File: src/rtl/bar_pkg.sv
package bar_pkg;
  typedef enum logic [2:0] {
    ST_IDLE, ST_WAITR, ST_LOW, ST_HIGH, ST_PDOWN
  } rd_state_t;

  localparam int DATA_BITS = 24;

  // extra pulses after the data bits; code 3 falls back to the default
  function automatic logic [1:0] trail_pulses(input logic [1:0] code);
    case (code)
      2'd1:    trail_pulses = 2'd2;
      2'd2:    trail_pulses = 2'd3;
      default: trail_pulses = 2'd1;
    endcase
  endfunction
endpackage

File: src/rtl/bar_sync2.sv
module bar_sync2 #(
  parameter logic RST_VAL = 1'b1
) (
  input  logic clk,
  input  logic rst,
  input  logic d,
  output logic q
);
  logic s1;
  always_ff @(posedge clk) begin
    if (rst) begin
      s1 <= RST_VAL;
      q  <= RST_VAL;
    end else begin
      s1 <= d;
      q  <= s1;
    end
  end
endmodule

File: src/rtl/bar_countdown.sv
module bar_countdown #(
  parameter int W = 8
) (
  input  logic         clk,
  input  logic         rst,
  input  logic         load,
  input  logic [W-1:0] load_val,
  output logic         done
);
  logic [W-1:0] cnt;
  always_ff @(posedge clk) begin
    if (rst)              cnt <= '0;
    else if (load)        cnt <= load_val;
    else if (cnt != '0)   cnt <= cnt - 1'b1;
  end
  assign done = (cnt == '0);
endmodule

File: src/rtl/bar_result.sv
module bar_result #(
  parameter int IN_W  = 24,
  parameter int OUT_W = 32
) (
  input  logic             clk,
  input  logic             rst,
  input  logic             load,
  input  logic [IN_W-1:0]  raw,
  output logic [OUT_W-1:0] result,
  output logic             res_valid,
  output logic             res_sat
);
  localparam logic [IN_W-1:0] NEG_SAT = {1'b1, {(IN_W-1){1'b0}}};
  localparam logic [IN_W-1:0] POS_SAT = {1'b0, {(IN_W-1){1'b1}}};

  always_ff @(posedge clk) begin
    if (rst) begin
      result    <= '0;
      res_valid <= 1'b0;
      res_sat   <= 1'b0;
    end else begin
      res_valid <= load;
      res_sat   <= load && (raw == NEG_SAT || raw == POS_SAT);
      if (load) result <= {{(OUT_W-IN_W){raw[IN_W-1]}}, raw};
    end
  end
endmodule

File: src/rtl/bridge_adc_reader.sv
module bridge_adc_reader #(
  parameter int HALF_CYC = 25,
  parameter int PD_CYC   = 6100,
  parameter int OUT_W    = 32
) (
  input  logic             clk,
  input  logic             rst,
  input  logic             start,
  input  logic [1:0]       sel_code,
  input  logic             pd_req,
  output logic             adc_sck,
  input  logic             adc_dout,
  output logic             busy,
  output logic [OUT_W-1:0] result,
  output logic             res_valid,
  output logic             res_sat,
  output logic             pd_active
);
  import bar_pkg::*;

  localparam int PW = $clog2(HALF_CYC + 1);
  localparam int DW = $clog2(PD_CYC + 1);
  localparam logic [PW-1:0] PH_LOAD = PW'(HALF_CYC - 1);
  localparam logic [DW-1:0] PD_LOAD = DW'(PD_CYC - 1);

  rd_state_t state;
  logic [1:0]           code_q;
  logic [4:0]           pcnt;
  logic [DATA_BITS-1:0] shreg;
  logic                 din_s, ph_done, pd_done;
  logic                 ph_load, pd_load, fin;
  logic [4:0]           total;

  assign total   = 5'(DATA_BITS) + {3'b0, trail_pulses(code_q)};
  assign ph_load = (state == ST_WAITR && !din_s) ||
                   ((state == ST_LOW || state == ST_HIGH) && ph_done);
  assign pd_load = (state == ST_IDLE) && pd_req;
  assign fin     = (state == ST_LOW) && ph_done && (pcnt == total);
  assign busy    = (state == ST_WAITR) || (state == ST_LOW) || (state == ST_HIGH);

  bar_sync2 #(.RST_VAL(1'b1)) u_sync (
    .clk(clk), .rst(rst), .d(adc_dout), .q(din_s));

  bar_countdown #(.W(PW)) u_phase (
    .clk(clk), .rst(rst), .load(ph_load), .load_val(PH_LOAD), .done(ph_done));

  bar_countdown #(.W(DW)) u_pdtmr (
    .clk(clk), .rst(rst), .load(pd_load), .load_val(PD_LOAD), .done(pd_done));

  bar_result #(.IN_W(DATA_BITS), .OUT_W(OUT_W)) u_res (
    .clk(clk), .rst(rst), .load(fin), .raw(shreg),
    .result(result), .res_valid(res_valid), .res_sat(res_sat));

  always_ff @(posedge clk) begin
    if (rst) begin
      state     <= ST_IDLE;
      adc_sck   <= 1'b0;
      code_q    <= 2'd0;
      pcnt      <= '0;
      shreg     <= '0;
      pd_active <= 1'b0;
    end else begin
      pd_active <= (state == ST_PDOWN) && pd_done && pd_req;
      case (state)
        ST_IDLE: begin
          adc_sck <= 1'b0;
          if (pd_req) begin
            state   <= ST_PDOWN;
            adc_sck <= 1'b1;
          end else if (start) begin
            code_q <= sel_code;
            pcnt   <= '0;
            state  <= ST_WAITR;
          end
        end
        ST_WAITR: if (!din_s) state <= ST_LOW;
        ST_LOW: if (ph_done) begin
          if (pcnt >= 5'd1 && pcnt <= 5'(DATA_BITS))
            shreg <= {shreg[DATA_BITS-2:0], din_s};
          if (pcnt == total) begin
            state <= ST_IDLE;
          end else begin
            state   <= ST_HIGH;
            adc_sck <= 1'b1;
            pcnt    <= pcnt + 5'd1;
          end
        end
        ST_HIGH: if (ph_done) begin
          state   <= ST_LOW;
          adc_sck <= 1'b0;
        end
        ST_PDOWN: if (!pd_req) begin
          state   <= ST_IDLE;
          adc_sck <= 1'b0;
          code_q  <= 2'd0;
        end
        default: state <= ST_IDLE;
      endcase
    end
  end
endmodule

File: config.mk
export PLATFORM = sky130hd
export DESIGN_NAME = bridge_adc_reader
export DESIGN_NICKNAME = d
export VERILOG_FILES = /design/src/rtl/bar_pkg.sv /design/src/rtl/bar_sync2.sv /design/src/rtl/bar_countdown.sv /design/src/rtl/bar_result.sv /design/src/rtl/bridge_adc_reader.sv
export SDC_FILE = /design/constraint.sdc
export NUM_CORES = 1
export LEC_CHECK = 0
export BUFFER_PORTS_ARGS = -buffer_cell sky130_fd_sc_hd__buf_2
export CORE_ASPECT_RATIO = 0.8
export CORE_MARGIN = 1
export CORE_UTILIZATION = 30
export DETAILED_ROUTE_END_ITERATION = 10
export GPL_TIMING_DRIVEN = 0
export SLEW_MARGIN = 40
export SYNTH_ARGS = -nofsm -noshare
export SYNTH_HDL_FRONTEND = slang
export SYNTH_SLANG_ARGS = --single-unit
File: constraint.sdc
create_clock -name clk -period 2 [get_ports clk]
set_clock_uncertainty 0.05 [all_clocks]
set_input_delay 0.4 -clock clk [delete_from_list [all_inputs] [get_ports clk]]
set_output_delay 0.4 -clock clk [all_outputs]
set_load 0.03 [all_outputs]
==> results.toml, run 1 <==
[finish]
fin_util_pct = 39.3
layout_commonest_cell = "dfxtp_1"
drive_above_1_share_pct = 25.6
multi_input_area_um2 = 1940
final_cell_area_um2 = 4630
n_fill_cell = 1154
fin_nets = 497
final_cell_mix = "dfxtp_1 (80), buf_2 (44), a21oi_1 (43)"
area_growth_pct = 25.1
regArea_um2 = 1640
antenna_cells = 0

[power]
power_density_nw_per_um2 = 877
leakagePower_uw = 0.00173
ir_drop_mv = 0.402

[worst_setup_path]
crit_arrival_ns = 2.19
critical_path.top_delay_family = "simple AND/OR/NAND/NOR gates"
critPathKind = "reg -> reg"
critical_path.cell_chain = "or4_4 > or4_4 > or3_1 > a31oi_1"
path_max_fanout = 6
crit_path_frequent_cell = "or4_4"
crit_path_start_kind = "register"
cp.buffers_inverters = 0
critPathMaxStageDelay_ns = 0.52
crit_path_end_kind = "register"
crit_slowest_cell = "or4_4"
reg2reg_slack_ns = 0.02
crit_required_ns = 2.21

[route]
drt-vias-per-instance = 5.17
drtIter0Drc = 206
drc_errors = 0
drtPass1Iterations = 4
vias = 3293
wl_per_cell_um = 14.7
detail-route-antenna-nets = 0
routed_wl_um = 9340

[flow_run]
cap_violations = 0

[timing]
period_minus_slack_ns = 1.98
rsz0062_at_grt = "true"
hold_violations = 0
slew_headroom_pct = 63.7
hold_ws_ns = 0.200
finalSetupViolations = 0
fmax_ghz = 0.505
worst_slack_ns = 0.0188
worst_slew_pin_slew_ns = 0.545
finalCritPeriodShare_pct = 99.1
setup_tns_ns = 0
slew_viol_final = 0

[clock_tree]
clk_latency_ns = 0.34
clkSlewWorstSetupHoldPaths_ns = 0.06
cts_buffer_depth = 2
cts_tree = "done"
cts-root-buf = "clkbuf_16"
cts_buffers = 9
cts_htree_levels = 3
cts.sinks = 82

[logic_synthesis]
synthFlopType = "dfxtp_1"
async_reset_ff_share_pct = 0
synth.avg_cell_area_um2 = 8.86
ys_warn_count = 0
ys_seq_elements = 82
synth_top_area_share_pct = 44.3
syn-cell-area_um2 = 3700
ys_seq_area_share_pct = 44.3
yosysTopAreaCell = "dfxtp_1"
synth.area.top_cells = "dfxtp_1 (44%), mux2i_1 (7.3%), a21oi_1 (5.8%)"
ys_types = 50
synthCells = 418
synth_edf_count = 0
synth_nets = 431

[global_routing]
antenna_found_initial = 0
grt_start_max_net_pins = 16
grt_usage_pct = 14.8
grt_pass1_vias = 3001
grt_pass1_wl_um = 14900
grt-ovfl-total = 0

[placed_design]
pre_cts_ws_ns = -0.321
gp_congestion = 0.767
port-buffer-count = 42
dpl-instance-area_um2 = 4100
dp_hpwl_um = 6280

[floorplanning]
die_w_um = 126
start_util_pct = 31.4
row_count = 35
core_area_um2 = 11800
ios = 44
die-height_um = 101
dieArea_um2 = 12800

[outcome]
status = "complete, no violations"

[worst_hold_path]
hold_path.class = "in -> reg"
==> cells in the mapped netlist, types with 6 or more instances <==
master and number:
a21oi_1 43, buf_2 6, buf_4 10, clkbuf_1 20, dfxtp_1 82, ha_1 6, inv_1 11, mux2i_1 27
nand2_1 20, nand2b_1 25, nand3_1 29, nand4_1 6, nor2_1 14, nor3_1 8, nor4_1 11, o21ai_0 28
or3_1 10
==> worst reg2reg max path, cell delays in order (launching register included) <==
cell	delay, ns
dfxtp_1	0.37
or4_4	0.52
or4_4	0.46
or3_1	0.36
a31oi_1	0.15
==> kinds of logic (layout without fill, tap and decap cells) <==
group	after synthesis	count (layout)	share of synthesized area (%)
compound gates	95	95	14.5
flops	82	82	44.3
buf+inv	47	118	5.98
fa+ha+maj	6	6	2.03
simple gates	155	155	24.4
mux	28	28	7.60
xor+xnor	5	5	1.18
==> through the flow <==
stage | cells | power [µW]
floorplan | 418 | 2260
global placement | 608 | 2370
detailed placement | 608 | 2390
CTS | 625 | 3990
global route | 637 | 4260
finish | 637 | 4060
==> path summary, 6_finish.rpt <==
check / startpoint / end / cells past startpoint
max reg2reg: u_pdtmr.cnt[2] / u_pdtmr.cnt[9] / 4
min reg2reg: u_sync.s1 / u_sync.q / 1
max: u_pdtmr.cnt[2] / u_pdtmr.cnt[9] / 4
min: adc_dout / u_sync.s1 / 2
==> metal layers <==
metal  global-route usage, %  share of wire [%]  vias up  wire length (µm)
met1                    19.9                 49     1571              4620
met4                    6.49                1.3        0               125
met2                    22.8                 45       66              4220
met5                       0                  0        -                 0
met3                    3.28                4.0       12               372
li1                        -                  -     1644                 -
==> layout make-up <==
class	count	share of cell area (%)
Buffer	35	4.59
Clock buffer	9	4.86
Clock inverter	7	1.13
Inverter	11	0.891
Multi-Input combinational cell	289	41.9
Sequential cell	82	35.5
Tap cell	148	4.00
Timing Repair Buffer	56	7.13
==> report_power, final <==
group          switching, µW  internal (µW)  total (µW)
sequential              94.3           1720        1810
combinational            358            343         701
clock                    698            852        1550
==> what timing repair did <==
| action | in CTS | in global routing |
|---|---|---|
| setup buffers | 2 | 10 |
| pin swaps | 2 | 4 |
| cloned | 0 | 2 |
| endpoints found under the setup margin | 59 | 58 |
| resized for setup | 14 | 48 |
| hold buffers | 0 | 0 |
==> flip-flops by register name, indices dropped and copies added, names as in the netlist <==
signal / flops
shreg: 24
u_res.result: 24
u_pdtmr.cnt: 13
pcnt: 5
u_phase.cnt: 5
state: 3
code_q: 2
adc_sck: 1
pd_active: 1
u_res.res_sat: 1
u_res.res_valid: 1
u_sync.q: 1
u_sync.s1: 1
Power figures use the tool's default switching activity.
==> run 2: changes to the inputs <==
Settings changed: CTS_CLUSTER_SIZE from default to 28, PLACE_DENSITY_LB_ADDON from default to 0.12.
==> run 2 against run 1 <==
Effect of this change: design area rose by 0.81%; clock power rose by 16%; clock-buffer cell count up 3; routed wire length grew 0.96%; sequential cell count did not move; sequential share of layout area is 0.20 points lower; critical path type unchanged; largest cell class unchanged.
==> results.toml, run 2 (synthesis gave the netlist of run 1 again) <==
[outcome]
status = "complete, no violations"

[clock_tree]
cts_htree_levels = 3
clk_latency_ns = 0.34
holdBufCountCts = 0
cts_buffers = 9
cts.sinks = 82
cts_tree = "done"
cts-root-buf = "clkbuf_16"
clkSlewWorstSetupHoldPaths_ns = 0.06
cts_buffer_depth = 2

[timing]
hold_ws_ns = 0.191
period_minus_slack_ns = 1.98
worst_slack_ns = 0.0204
slew_viol_final = 0
worst_slew_pin_slew_ns = 0.679
setup_tns_ns = 0
fmax_ghz = 0.505
finalCritPeriodShare_pct = 99.0
hold_violations = 0
slew_headroom_pct = 54.7
rsz0062_at_grt = "true"
finalSetupViolations = 0

[worst_setup_path]
crit_path_start_kind = "register"
crit_arrival_ns = 2.19
crit_path_end_kind = "register"
path_max_fanout = 4
critPathKind = "reg -> reg"
crit_required_ns = 2.21

[route]
vias = 3191
drtPass1Iterations = 4
drc_errors = 0
drtIter0Drc = 170
drt-vias-per-instance = 5.04
routed_wl_um = 9430
detail-route-antenna-nets = 0
wl_per_cell_um = 14.9

[placed_design]
port-buffer-count = 42
gp_congestion = 0.771
dpl-instance-area_um2 = 4100
dp_hpwl_um = 6560
pre_cts_ws_ns = -0.343

[floorplanning]
core_area_um2 = 11800
die_w_um = 126
die-height_um = 101
ios = 44
row_count = 35
start_util_pct = 31.4
dieArea_um2 = 12800

[global_routing]
grt_pass1_vias = 2962
grt_start_max_net_pins = 14
grt_pass1_wl_um = 15400
antenna_found_initial = 0
grt_usage_pct = 15.6
grt-ovfl-total = 0

[finish]
layout_commonest_cell = "dfxtp_1"
final_cell_mix = "dfxtp_1 (79), buf_2 (44), a21oi_1 (43)"
final_cell_area_um2 = 4670
drive_above_1_share_pct = 24.3
area_growth_pct = 26.1
largest_registers = "shreg (24), u_res.result (24), u_pdtmr.cnt (13)"
fin_nets = 493
antenna_cells = 0

[worst_hold_path]
hold_path.class = "in -> reg"

[power]
p_total_uw = 4330
leakagePower_uw = 0.00173
power_density_nw_per_um2 = 927
ir_drop_mv = 0.397

[flow_run]
cap_violations = 0
[run 2: repair_timing]
item,4_1_cts,5_1_grt
setup endpoints to repair,57,56
endpoints found under the hold margin,0,0
pin swaps,3,5
gates resized for setup,20,37
gates cloned,2,0
buffers inserted,3,5
[run 2: routing by layer]
metal / track usage [%] / up-vias / part of all wire, %
met1: 22.1 / 1489 / 54
met4: 7.32 / 0 / 1.8
met5: 0 / - / 0
met2: 22.5 / 49 / 41
li1: - / 1641 / -
met3: 3.38 / 12 / 2.7
[run 2: cell type report]
cell class / count / area (µm²)
flip-flops and latches: 82 / 1650
inverters: 11 / 41.3
fillers: 1194 / 7110
repair buffers: 52 / 310
multi-input cells: 289 / 1940
plain buffers: 35 / 225
well taps: 148 / 185
clock inverters: 4 / 75.1
clock buffers: 12 / 246
[run 2: final timing paths]
kind / start / end / slack, ns / cells past startpoint
setup / recovery: u_pdtmr.cnt[0] / u_pdtmr.cnt[9] / 0.02 / 4
hold / removal: adc_dout / u_sync.s1 / 0.19 / 2
setup reg to reg: u_pdtmr.cnt[0] / u_pdtmr.cnt[9] / 0.02 / 4
hold reg to reg: u_sync.s1 / u_sync.q / 0.36 / 1
[run 2: per-stage QoR]
step                cells  util [%]
global route          633      39.7
global placement      608      34.8
detailed placement    608      34.8
finish                633      39.7
floorplan             418         -
CTS                   628      38.5
[run 2: where the power goes]
group	internal, µW	total, µW	leakage (µW)	switching [µW]
Sequential	1720	1810	0.000667	92.2
Clock	1130	1800	0.000149	671
Combinational	364	723	0.000912	359
[run 2: critical path, cell delays in order, from the launching register on]
cell and delay [ns]:
dfxtp_2 0.33, or4_4 0.55, or4_4 0.46, or3_1 0.36
a31oi_1 0.16
